File: src/rtl/cv_pkg.sv
package cv_pkg;

   // Number of set bits in a channel vector of up to 16 channels.
   function automatic int unsigned cv_popcount(input logic [15:0] vec);
      int unsigned n;
      n = 0;
      for (int i = 0; i < 16; i++) begin
         n += int'(vec[i]);
      end
      return n;
   endfunction

endpackage

File: src/rtl/cv_bypass_ctl.sv
module cv_bypass_ctl #(
   parameter int NUM_CH = 4,
   parameter int CNT_W  = $clog2(NUM_CH + 1)
) (
   input  logic              clk,
   input  logic              rst_n,
   input  logic [NUM_CH-1:0] byp_req_i,
   output logic [NUM_CH-1:0] byp_eff_o,
   output logic [CNT_W-1:0]  active_cnt_o,
   output logic              byp_err_o
);
   import cv_pkg::*;

   logic [15:0]       req_wide;
   logic [15:0]       eff_wide;
   logic              req_multi;
   logic [NUM_CH-1:0] byp_q;
   logic              err_q;

   assign req_wide  = 16'(byp_req_i);
   assign eff_wide  = 16'(byp_q);
   assign req_multi = (cv_popcount(req_wide) > 1);

   always_ff @(posedge clk or negedge rst_n) begin
      if (!rst_n) begin
         byp_q <= '0;
         err_q <= 1'b0;
      end else begin
         err_q <= req_multi;
         if (!req_multi) begin
            byp_q <= byp_req_i;
         end
      end
   end

   assign byp_eff_o    = byp_q;
   assign byp_err_o    = err_q;
   assign active_cnt_o = CNT_W'(NUM_CH - int'(cv_popcount(eff_wide)));

   AST_SINGLE_BYPASS: assert property (@(posedge clk) disable iff (!rst_n)
      $onehot0(byp_q));
   AST_MULTI_KEEPS: assert property (@(posedge clk) disable iff (!rst_n)
      ($countones(byp_req_i) > 1) |=> ($stable(byp_q) && err_q));

endmodule

File: src/rtl/cv_vote_slice.sv
module cv_vote_slice #(
   parameter int NUM_CH = 4,
   parameter int VOTE_K = 2
) (
   input  logic              clk,
   input  logic              rst_n,
   input  logic [NUM_CH-1:0] ch_trip_i,
   input  logic [NUM_CH-1:0] byp_i,
   input  logic              seal_en_i,
   input  logic              man_rst_i,
   output logic              init_o
);
   import cv_pkg::*;

   logic [NUM_CH-1:0] live_trip;
   logic              vote;
   logic              init_q;

   assign live_trip = ch_trip_i & ~byp_i;
   assign vote      = (cv_popcount(16'(live_trip)) >= VOTE_K);

   always_ff @(posedge clk or negedge rst_n) begin
      if (!rst_n) begin
         init_q <= 1'b0;
      end else if (!seal_en_i) begin
         init_q <= vote;
      end else if (vote) begin
         init_q <= 1'b1;
      end else if (man_rst_i) begin
         init_q <= 1'b0;
      end
   end

   assign init_o = init_q;

   AST_VOTE_FIRES: assert property (@(posedge clk) disable iff (!rst_n)
      vote |=> init_q);
   AST_SEAL_HOLD: assert property (@(posedge clk) disable iff (!rst_n)
      (seal_en_i && init_q && !man_rst_i) |=> init_q);
   AST_RESET_BLOCKED: assert property (@(posedge clk) disable iff (!rst_n)
      (seal_en_i && man_rst_i && vote) |=> init_q);
   AST_FOLLOW: assert property (@(posedge clk) disable iff (!rst_n)
      (!seal_en_i && !vote) |=> !init_q);

endmodule

File: src/rtl/cv_coincidence_voter.sv
module cv_coincidence_voter #(
   parameter int NUM_CH   = 4,
   parameter int NUM_FUNC = 4,
   parameter int VOTE_K   = 2,
   parameter int CNT_W    = $clog2(NUM_CH + 1)
) (
   input  logic                       clk,
   input  logic                       rst_n,
   input  logic [NUM_CH*NUM_FUNC-1:0] trip_i,
   input  logic [NUM_CH-1:0]          byp_req_i,
   input  logic [NUM_FUNC-1:0]        seal_en_i,
   input  logic                       man_rst_i,
   output logic [NUM_FUNC-1:0]        init_o,
   output logic [NUM_FUNC*CNT_W-1:0]  mode_o,
   output logic                       bypass_err_o
);

   if (VOTE_K < 1 || VOTE_K >= NUM_CH) begin : g_bad_k
      $error("VOTE_K must leave a voting quorum after one bypass");
   end
   if (NUM_CH > 16 || NUM_CH < 2) begin : g_bad_ch
      $error("NUM_CH must be between 2 and 16");
   end
   if (NUM_FUNC < 1) begin : g_bad_f
      $error("NUM_FUNC must be at least 1");
   end

   logic [NUM_CH-1:0] byp_eff;
   logic [CNT_W-1:0]  active_cnt;

   cv_bypass_ctl #(.NUM_CH(NUM_CH), .CNT_W(CNT_W)) u_byp (
      .clk         (clk),
      .rst_n       (rst_n),
      .byp_req_i   (byp_req_i),
      .byp_eff_o   (byp_eff),
      .active_cnt_o(active_cnt),
      .byp_err_o   (bypass_err_o)
   );

   for (genvar f = 0; f < NUM_FUNC; f++) begin : g_func
      logic [NUM_CH-1:0] ch_trip;
      for (genvar c = 0; c < NUM_CH; c++) begin : g_ch
         assign ch_trip[c] = trip_i[c*NUM_FUNC + f];
      end

      cv_vote_slice #(.NUM_CH(NUM_CH), .VOTE_K(VOTE_K)) u_slice (
         .clk      (clk),
         .rst_n    (rst_n),
         .ch_trip_i(ch_trip),
         .byp_i    (byp_eff),
         .seal_en_i(seal_en_i[f]),
         .man_rst_i(man_rst_i),
         .init_o   (init_o[f])
      );

      assign mode_o[f*CNT_W +: CNT_W] = active_cnt;
   end

   AST_MODE_RANGE: assert property (@(posedge clk) disable iff (!rst_n)
      (mode_o[CNT_W-1:0] == CNT_W'(NUM_CH)) ||
      (mode_o[CNT_W-1:0] == CNT_W'(NUM_CH - 1)));

endmodule

File: config.mk
export PLATFORM = sky130hd
export DESIGN_NAME = cv_coincidence_voter
export DESIGN_NICKNAME = d
export VERILOG_FILES = /design/src/rtl/cv_pkg.sv /design/src/rtl/cv_bypass_ctl.sv /design/src/rtl/cv_vote_slice.sv /design/src/rtl/cv_coincidence_voter.sv
export SDC_FILE = /design/constraint.sdc
export NUM_CORES = 1
export LEC_CHECK = 0
export ABC_CLOCK_PERIOD_IN_PS = 2020
export CAP_MARGIN = 10
export CORE_MARGIN = 2
export CORE_UTILIZATION = 42
export CTS_BUF_LIST = sky130_fd_sc_hd__clkbuf_4 sky130_fd_sc_hd__clkbuf_8
export CTS_CLUSTER_DIAMETER = 100
export DETAILED_ROUTE_END_ITERATION = 8
export DONT_BUFFER_PORTS = 1
export PLACE_DENSITY_LB_ADDON = 0.3
export SKIP_LAST_GASP = 1
export SLEW_MARGIN = 15
export SYNTH_ARGS = -nofsm -noshare
export SYNTH_HDL_FRONTEND = slang
export SYNTH_SLANG_ARGS = --single-unit
File: constraint.sdc
create_clock -name clk -period 2.02 [get_ports clk]
set_input_delay 0.202 -clock clk [delete_from_list [all_inputs] [get_ports clk]]
set_output_delay 0.202 -clock clk [all_outputs]
set_load 0.005 [all_outputs]
Word-level counts from Yosys, hierarchy flattened --
Cells that the tools add are included.
Storage, ports and cells: flip-flop bits (word level) 9, input port bits 27, logic and storage cells 48
Cells by class: $add $sub $neg 19, $lt $le $gt $ge 5, equality and inequality tests 4, mux-type cells 9, bitwise logic cells 5
Operators by type and width (number):
- $add 32x1->32 | 10
- $ge 32x2->1 const B | 4
- $gt 32x1->1 const B | 1
- $and 4x4->4 | 4
- $add 1x1->2 | 6
- $ne 3x1->1 const B | 4
- $mux 1 | 9
- $add 3x1->3 | 2
- $not 4->4 | 1
- $sub 3x3->3 const A | 1

Depth between registers and ports, before layout --
Gate-level depths: netlist of run 1.
depth in word-level cells 8, mapped depth 5

By module --
A second synthesis of run 1 with hierarchy kept.
Second synthesis, totals: cell total of the unflattened synthesis 63, area, all modules 735.7 µm²
Modules (own cells, without submodules):
- cv_vote_slice | times used 4, cells an instance 8, area each 96.3 µm², seq. area each 25.0 µm²
- cv_bypass_ctl | times used 1, cells an instance 22, area each 282.8 µm², seq. area each 125.1 µm²
- cv_coincidence_voter | times used 1, cells an instance 9, area each 67.6 µm², seq. area each 0.0 µm²

Least setup slack after synthesis of run 1 --
Ideal clock, no wire load.
path type register -> output, start point register u_byp.byp_q[1] (netlist: u_byp.byp_eff_o[1]), end point output mode_o[10], data arrival time 1.614 ns, data required time 1.818 ns, slack 0.204 ns, cell stages (with the launch flop) 6, buffers on the path 1, path through dfrtp_1 -> fa_1 -> inv_1 -> ha_1 -> ha_1 -> buf_4
Between the ends: cells in the longest elaborated chain, start to end 4
Ends and longest elaborated chain:
- start: declaration | RTL line cv_bypass_ctl.sv:17 | logic [NUM_CH-1:0] byp_q;
- start signal: assignment | RTL line cv_bypass_ctl.sv:31 | byp_q <= byp_req_i;
- $add 1x1->2 | RTL line cv_pkg.sv:8 | n += int'(vec[i]);
- $add 3x1->3 (2 in series) | RTL line cv_pkg.sv:8
- $sub 3x3->3 | RTL line cv_bypass_ctl.sv:38 | assign active_cnt_o = CNT_W'(NUM_CH - int'(cv_popcount(eff_wide)));
- end: declaration | RTL line cv_coincidence_voter.sv:14 | output logic [NUM_FUNC*CNT_W-1:0] mode_o,
No other way between the ends.

Final worst setup path of run 1 --
start point register u_byp.byp_q[2] (netlist: u_byp.byp_eff_o[2]), end point output mode_o[4]
Between the ends: cells in the longest elaborated chain, start to end 3
Ends and longest elaborated chain (RTL line):
- $add 3x1->3 (2 in series) | cv_pkg.sv:8
- $sub 3x3->3 | cv_bypass_ctl.sv:38
No other way between the ends.

==> results_dict.tcl, run 1 <==
set metrics [dict create \
    synth-main-ff-cell "dfrtp_1" \
    num_antenna_cells 0 \
    grt_overflow_total 0 \
    die_h_um 46.0 \
    ir_drop_uv 830 \
    layout.nets 108 \
    post-synth-top-count-cell "buf_4" \
    min_period_ns 1.96 \
    syn_to_final_growth_pct -0.506 \
    final-seq-area_um2 228 \
    start_util_pct 43.9 \
    async_flop_share_pct 100 \
    core_area_um2 1690 \
    synth_top_area_share_pct 30.4 \
    max_freq_mhz 511 \
    antenna_found_initial 0 \
    synth_edf_count 0 \
    cts_buffer_depth 2 \
    n_fill_cell 171 \
    viasPerCell 5.60 \
    globalRouteTotalUtil_pct 14.6 \
    htreeDepth 1 \
    grt_pass1_wl_mm 2.08 \
    place_congestion 0.777 \
    finalHoldViolCount 0 \
    slew_violations 0 \
    yosysUniqueCellTypes 14 \
    grt_pass1_vias 472 \
    setup_viol 0 \
    power.leakage_nw 0.337 \
    cts_tree "yes" \
    min-delay-path-class "in -> reg" \
    tns_ns 0 \
    crit_arrival_ns 1.75 \
    drt_wl_total_mm 1.30 \
    synthCells 73 \
    grt_max_degree 10 \
    antenna_left 0 \
    skew_ns 0.00328 \
    ys_seq_area_share_pct 30.4 \
    place_ws_ns 0.248 \
    end_kind "primary output" \
    cts_made_buffers 3 \
    postSynthAreaPerCell_um2 10.2 \
    num_vias 470 \
    drc 0 \
    layout-drive-gt1-share_pct 16.4 \
    clock_latency_ns 0.27 \
    critPathMaxFanout 6 \
    path_class "reg -> out" \
    netlist_area_um2 742 \
    port_buffers 0 \
    ys_warn_count 0 \
    wire_per_inst_um 15.5 \
    clk_pin_slew_ns 0.06 \
    dieArea_um2 2120 \
    dp_hpwl_mm 1.11 \
    drtPass1Iterations 3 \
    critPathRequiredTime_ns 1.82 \
    multiInputGateArea_um2 419 \
    maxCapViolations 0 \
    tightest_slew_ns 0.416 \
    root_buffer "clkbuf_4" \
    synth_common_cells "buf_4, ha_1, nor2b_1" \
    drt_iter0_drc 4 \
    worst_slack_ns 0.0646 \
    status "completed" \
    critPathLaunchType "register" \
    die_width_um 46.0 \
    slew_headroom_pct 72.2 \
    synthTopCellsByArea "dfrtp_1, ha_1, buf_4" \
    cts_sinks 9 \
    synth_fp_nets 113 \
    synth_seq_cells 9 \
    rrSetupSlack_ns 0.53 \
    io_pins 44 \
    finalCritPeriodShare_pct 96.8 \
    power_per_cell_area_nw_per_um2 1000 \
    yosysTopAreaCell "dfrtp_1" \
    grt_setup_unrepaired "no" \
    fin_util_pct 43.7 \
    rows 15 \
]
cells by family (layout without fill, tap and decap cells):
family / count (synthesis) / after routing / synth area share, %
compound gates: 6 / 6 / 8.09
fa+ha+maj: 13 / 13 / 22.9
buf+inv: 17 / 11 / 15.2
flops: 9 / 9 / 30.4
mux: 3 / 3 / 4.55
simple gates: 25 / 25 / 18.9
critical path, cell delays in order, from the launching register on:
cell and delay [ns]:
dfrtp_2 0.45, fa_1 0.53, inv_1 0.05, ha_2 0.17
ha_4 0.29
what timing repair did:
item                                    CTS  global route
cloned                                    0             0
buffers inserted                          0             1
endpoints found under the setup margin    4             4
hold buffers                              1             0
gates resized for setup                   1             3
endpoints found under the hold margin     9             0
sequential cells by signal (all words and copies together) (netlist names):
signal and count:
g_func.u_slice.init_o 4, u_byp.byp_eff_o 4, u_byp.byp_err_o 1
area by class of cell:
type,count,share of cell area (%)
inverters,4,2.03
clock buffers,4,4.07
repair buffers,3,3.39
flip-flops and latches,9,30.8
multi-input cells,47,56.8
well taps,17,2.88
final timing paths:
path | from | to | cells past startpoint
max | u_byp.byp_eff_o[2]$_DFFE_PN0N_ | mode_o[4] | 4
min | man_rst_i | g_func[0].u_slice.init_o$_DFFE_PN0P_ | 1
max reg2reg | u_byp.byp_eff_o[1]$_DFFE_PN0N_ | g_func[0].u_slice.init_o$_DFFE_PN0P_ | 6
min reg2reg | u_byp.byp_eff_o[2]$_DFFE_PN0N_ | g_func[1].u_slice.init_o$_DFFE_PN0P_ | 1
max in group asynchronous | rst_n | u_byp.byp_eff_o[2]$_DFFE_PN0N_ | 1
min in group asynchronous | rst_n | g_func[1].u_slice.init_o$_DFFE_PN0P_ | 1
metal layers:
layer  vias up  GRT usage (%)  part of all wire, %
met2        25           22.5                   45
met4         0           10.3                  3.2
li1        221              -                    -
met5         -              0                    0
met3         5           2.78                  8.1
met1       219           18.1                   43
per-stage QoR:
step | cell area, µm² | hold WS, ns | std cells | total power [mW]
floorplan | 742 | -0.0936 | 73 | 0.658
global placement | 673 | -0.0934 | 78 | 0.531
detailed placement | 673 | -0.0934 | 78 | 0.539
CTS | 726 | 0.0553 | 83 | 0.736
global route | 738 | 0.0501 | 84 | 0.805
finish | 738 | 0.0540 | 84 | 0.739
cells in the final DEF, fill, tap and decap left out, types with 3 or more instances in the layout:
cell type,Yosys,layout
dfrtp_1,9,7
nand2_1,4,4
clkbuf_4,0,4
o211ai_1,4,4
inv_1,4,4
nand3b_1,4,4
nor2b_1,12,12
nor2_1,4,4
mux2_1,3,3
ha_1,12,10
report_power, final:
part	switching (mW)	total, mW	internal [mW]
combinational	0.155	0.305	0.150
clock	0.0714	0.161	0.0898
sequential	0.0462	0.273	0.227
total	0.272	0.739	0.467
No activity file was read; power rests on OpenSTA's default activity.
==> inputs of run 2 (changes only) <==
--- a/config.mk
+++ b/config.mk
@@ -13,6 +13,7 @@
 export CTS_CLUSTER_DIAMETER = 100
 export DETAILED_ROUTE_END_ITERATION = 8
 export DONT_BUFFER_PORTS = 1
+export MAX_ROUTING_LAYER = met4
 export PLACE_DENSITY_LB_ADDON = 0.3
 export SKIP_LAST_GASP = 1
 export SLEW_MARGIN = 15
==> run 2 against run 1 <==
Maximum frequency hardly changed. Utilization stayed put. Clock power hardly changed. Global-route usage is 0.43 points higher. Sequential power hardly changed. Via count is 0.43% lower. Sequential cell count stayed put. Clock skew hardly changed. Routed wire length is 0.54% higher. Register-to-register slack hardly changed. Combinational power hardly changed. Non-clock buffer count stayed put. Largest cell class unchanged.
==> results_dict.tcl, run 2 (synthesis results as in run 1) <==
set metrics [dict create \
    status "completed" \
    whs_ns 0.0551 \
    drc 0 \
    io_pins 44 \
    clk_pin_slew_ns 0.06 \
    path_delay_family "adder cells" \
    use_met3_pct 2.78 \
    critPathRequiredTime_ns 1.82 \
    mostFrequentLayoutCells "nor2b_1, ha_1, dfrtp_1" \
    viasPerCell 5.57 \
    ir_drop_uv 830 \
    grt_pass1_wl_mm 2.08 \
    combPwrFrac_pct 41.3 \
    critPathLaunchType "register" \
    grt_setup_unrepaired "no" \
    dp_hpwl_mm 1.11 \
    num_antenna_cells 0 \
    final-seq-area_um2 228 \
    htreeDepth 1 \
    finalCritPeriodShare_pct 96.8 \
    maxCapViolations 0 \
    layout.nets 108 \
    root_buffer "clkbuf_4" \
    power.leakage_nw 0.337 \
    critical_path.cell_chain "fa_1 -> inv_1 -> ha_2 -> ha_4" \
    rrSetupSlack_ns 0.53 \
    port_buffers 0 \
    power_per_cell_area_nw_per_um2 1000 \
    die_h_um 46.0 \
    grt.busiest_layer "met2" \
    syn_to_final_growth_pct -0.506 \
    setup_viol 0 \
    use_met1_pct 18.1 \
    drt_wl_total_mm 1.31 \
    clkPwrFrac_pct 21.7 \
    dieArea_um2 2120 \
    die_width_um 46.0 \
    min_period_ns 1.95 \
    switching_share_pct 36.8 \
    critPathMaxStageDelay_ns 0.53 \
    crit_arrival_ns 1.75 \
    drt_iter0_drc 5 \
    grt_overflow_total 0 \
    use_met2_pct 22.5 \
    tightest_slew_ns 0.419 \
    tns_ns 0 \
    grt_max_degree 10 \
    layoutNonFillerInstCount 84 \
    wire_per_inst_um 15.5 \
    seq_power_share_pct 37.0 \
    critPathBufInv 1 \
    layout-drive-gt1-share_pct 16.4 \
    cts_made_buffers 3 \
    cts_tree "yes" \
    slew_violations 0 \
    finalHoldViolCount 0 \
    cts_buffer_depth 2 \
    globalRouteTotalUtil_pct 15.1 \
    place_inst 78 \
    cp_slowest_cell "fa_1" \
    max_freq_mhz 512 \
    end_kind "primary output" \
    layout_commonest_cell "nor2b_1" \
    critPathMaxFanout 6 \
    path_class "reg -> out" \
    skew_ns 0.00323 \
    min-delay-path-class "in -> reg" \
    p_switching_mw 0.272 \
    clock_latency_ns 0.26 \
    slew_headroom_pct 72.0 \
    place_congestion 0.787 \
    n_fill_cell 171 \
    antenna_left 0 \
    num_vias 468 \
    grt_pass1_vias 472 \
    drtPass1Iterations 4 \
    rows 15 \
    cts_sinks 9 \
    start_util_pct 43.9 \
    internal_power_mw 0.467 \
    core_area_um2 1690 \
    multiInputGateArea_um2 419 \
    antenna_found_initial 0 \
]
run 2: cell counts in the layout (fill, tap and decap cells not counted):
No cell type changed its count.
run 2: path summary, 6_finish.rpt:
check	startpoint	to	cells after the start
worst max-delay path	u_byp.byp_eff_o[2]$_DFFE_PN0N_	mode_o[4]	4
worst min-delay path	man_rst_i	g_func[0].u_slice.init_o$_DFFE_PN0P_	1
worst max register to register	u_byp.byp_eff_o[1]$_DFFE_PN0N_	g_func[0].u_slice.init_o$_DFFE_PN0P_	6
worst min register to register	u_byp.byp_eff_o[2]$_DFFE_PN0N_	g_func[1].u_slice.init_o$_DFFE_PN0P_	1
max in group asynchronous	rst_n	u_byp.byp_eff_o[2]$_DFFE_PN0N_	1
min in group asynchronous	rst_n	g_func[1].u_slice.init_o$_DFFE_PN0P_	1
run 2: layout make-up:
| type | count | share of cell area [%] |
|---|---|---|
| Clock buffer | 4 | 4.07 |
| Tap cell | 17 | 2.88 |
| Sequential cell | 9 | 30.8 |
| Timing Repair Buffer | 3 | 3.39 |
| Inverter | 4 | 2.03 |
| Multi-Input combinational cell | 47 | 56.8 |
run 2: power groups by stage:
stage | sequential [mW] | combinational, mW | clock [mW]
after floorplan | 0.261 | 0.397 | 0
after global routing | 0.283 | 0.353 | 0.169
final | 0.273 | 0.305 | 0.161
after detailed placement | 0.277 | 0.262 | 0
after global placement | 0.275 | 0.256 | 0
after CTS | 0.273 | 0.301 | 0.162
run 2: what timing repair did:
item | 4_1_cts | 5_1_grt
hold buffers | 1 | 0
cloned | 0 | 0
setup endpoints to repair | 4 | 4
setup buffers | 0 | 1
hold endpoints to repair | 9 | 0
gates resized for setup | 1 | 3
run 2: metrics by stage:
step	utilization (%)	area, µm²	setup slack (ns)	total power [mW]
final	43.7	738	0.0656	0.739
after global routing	43.7	738	0.0116	0.805
after CTS	43.0	726	0.00377	0.736
after detailed placement	39.9	673	0.248	0.539
after global placement	39.9	673	0.266	0.531
after floorplan	-	742	0.204	0.658
run 2: routing by layer:
layer / wire [µm] / share of wire, %
met2: 603 / 46
met1: 569 / 44
met3: 106 / 8.1
met4: 26 / 2.0
met5: 0 / 0
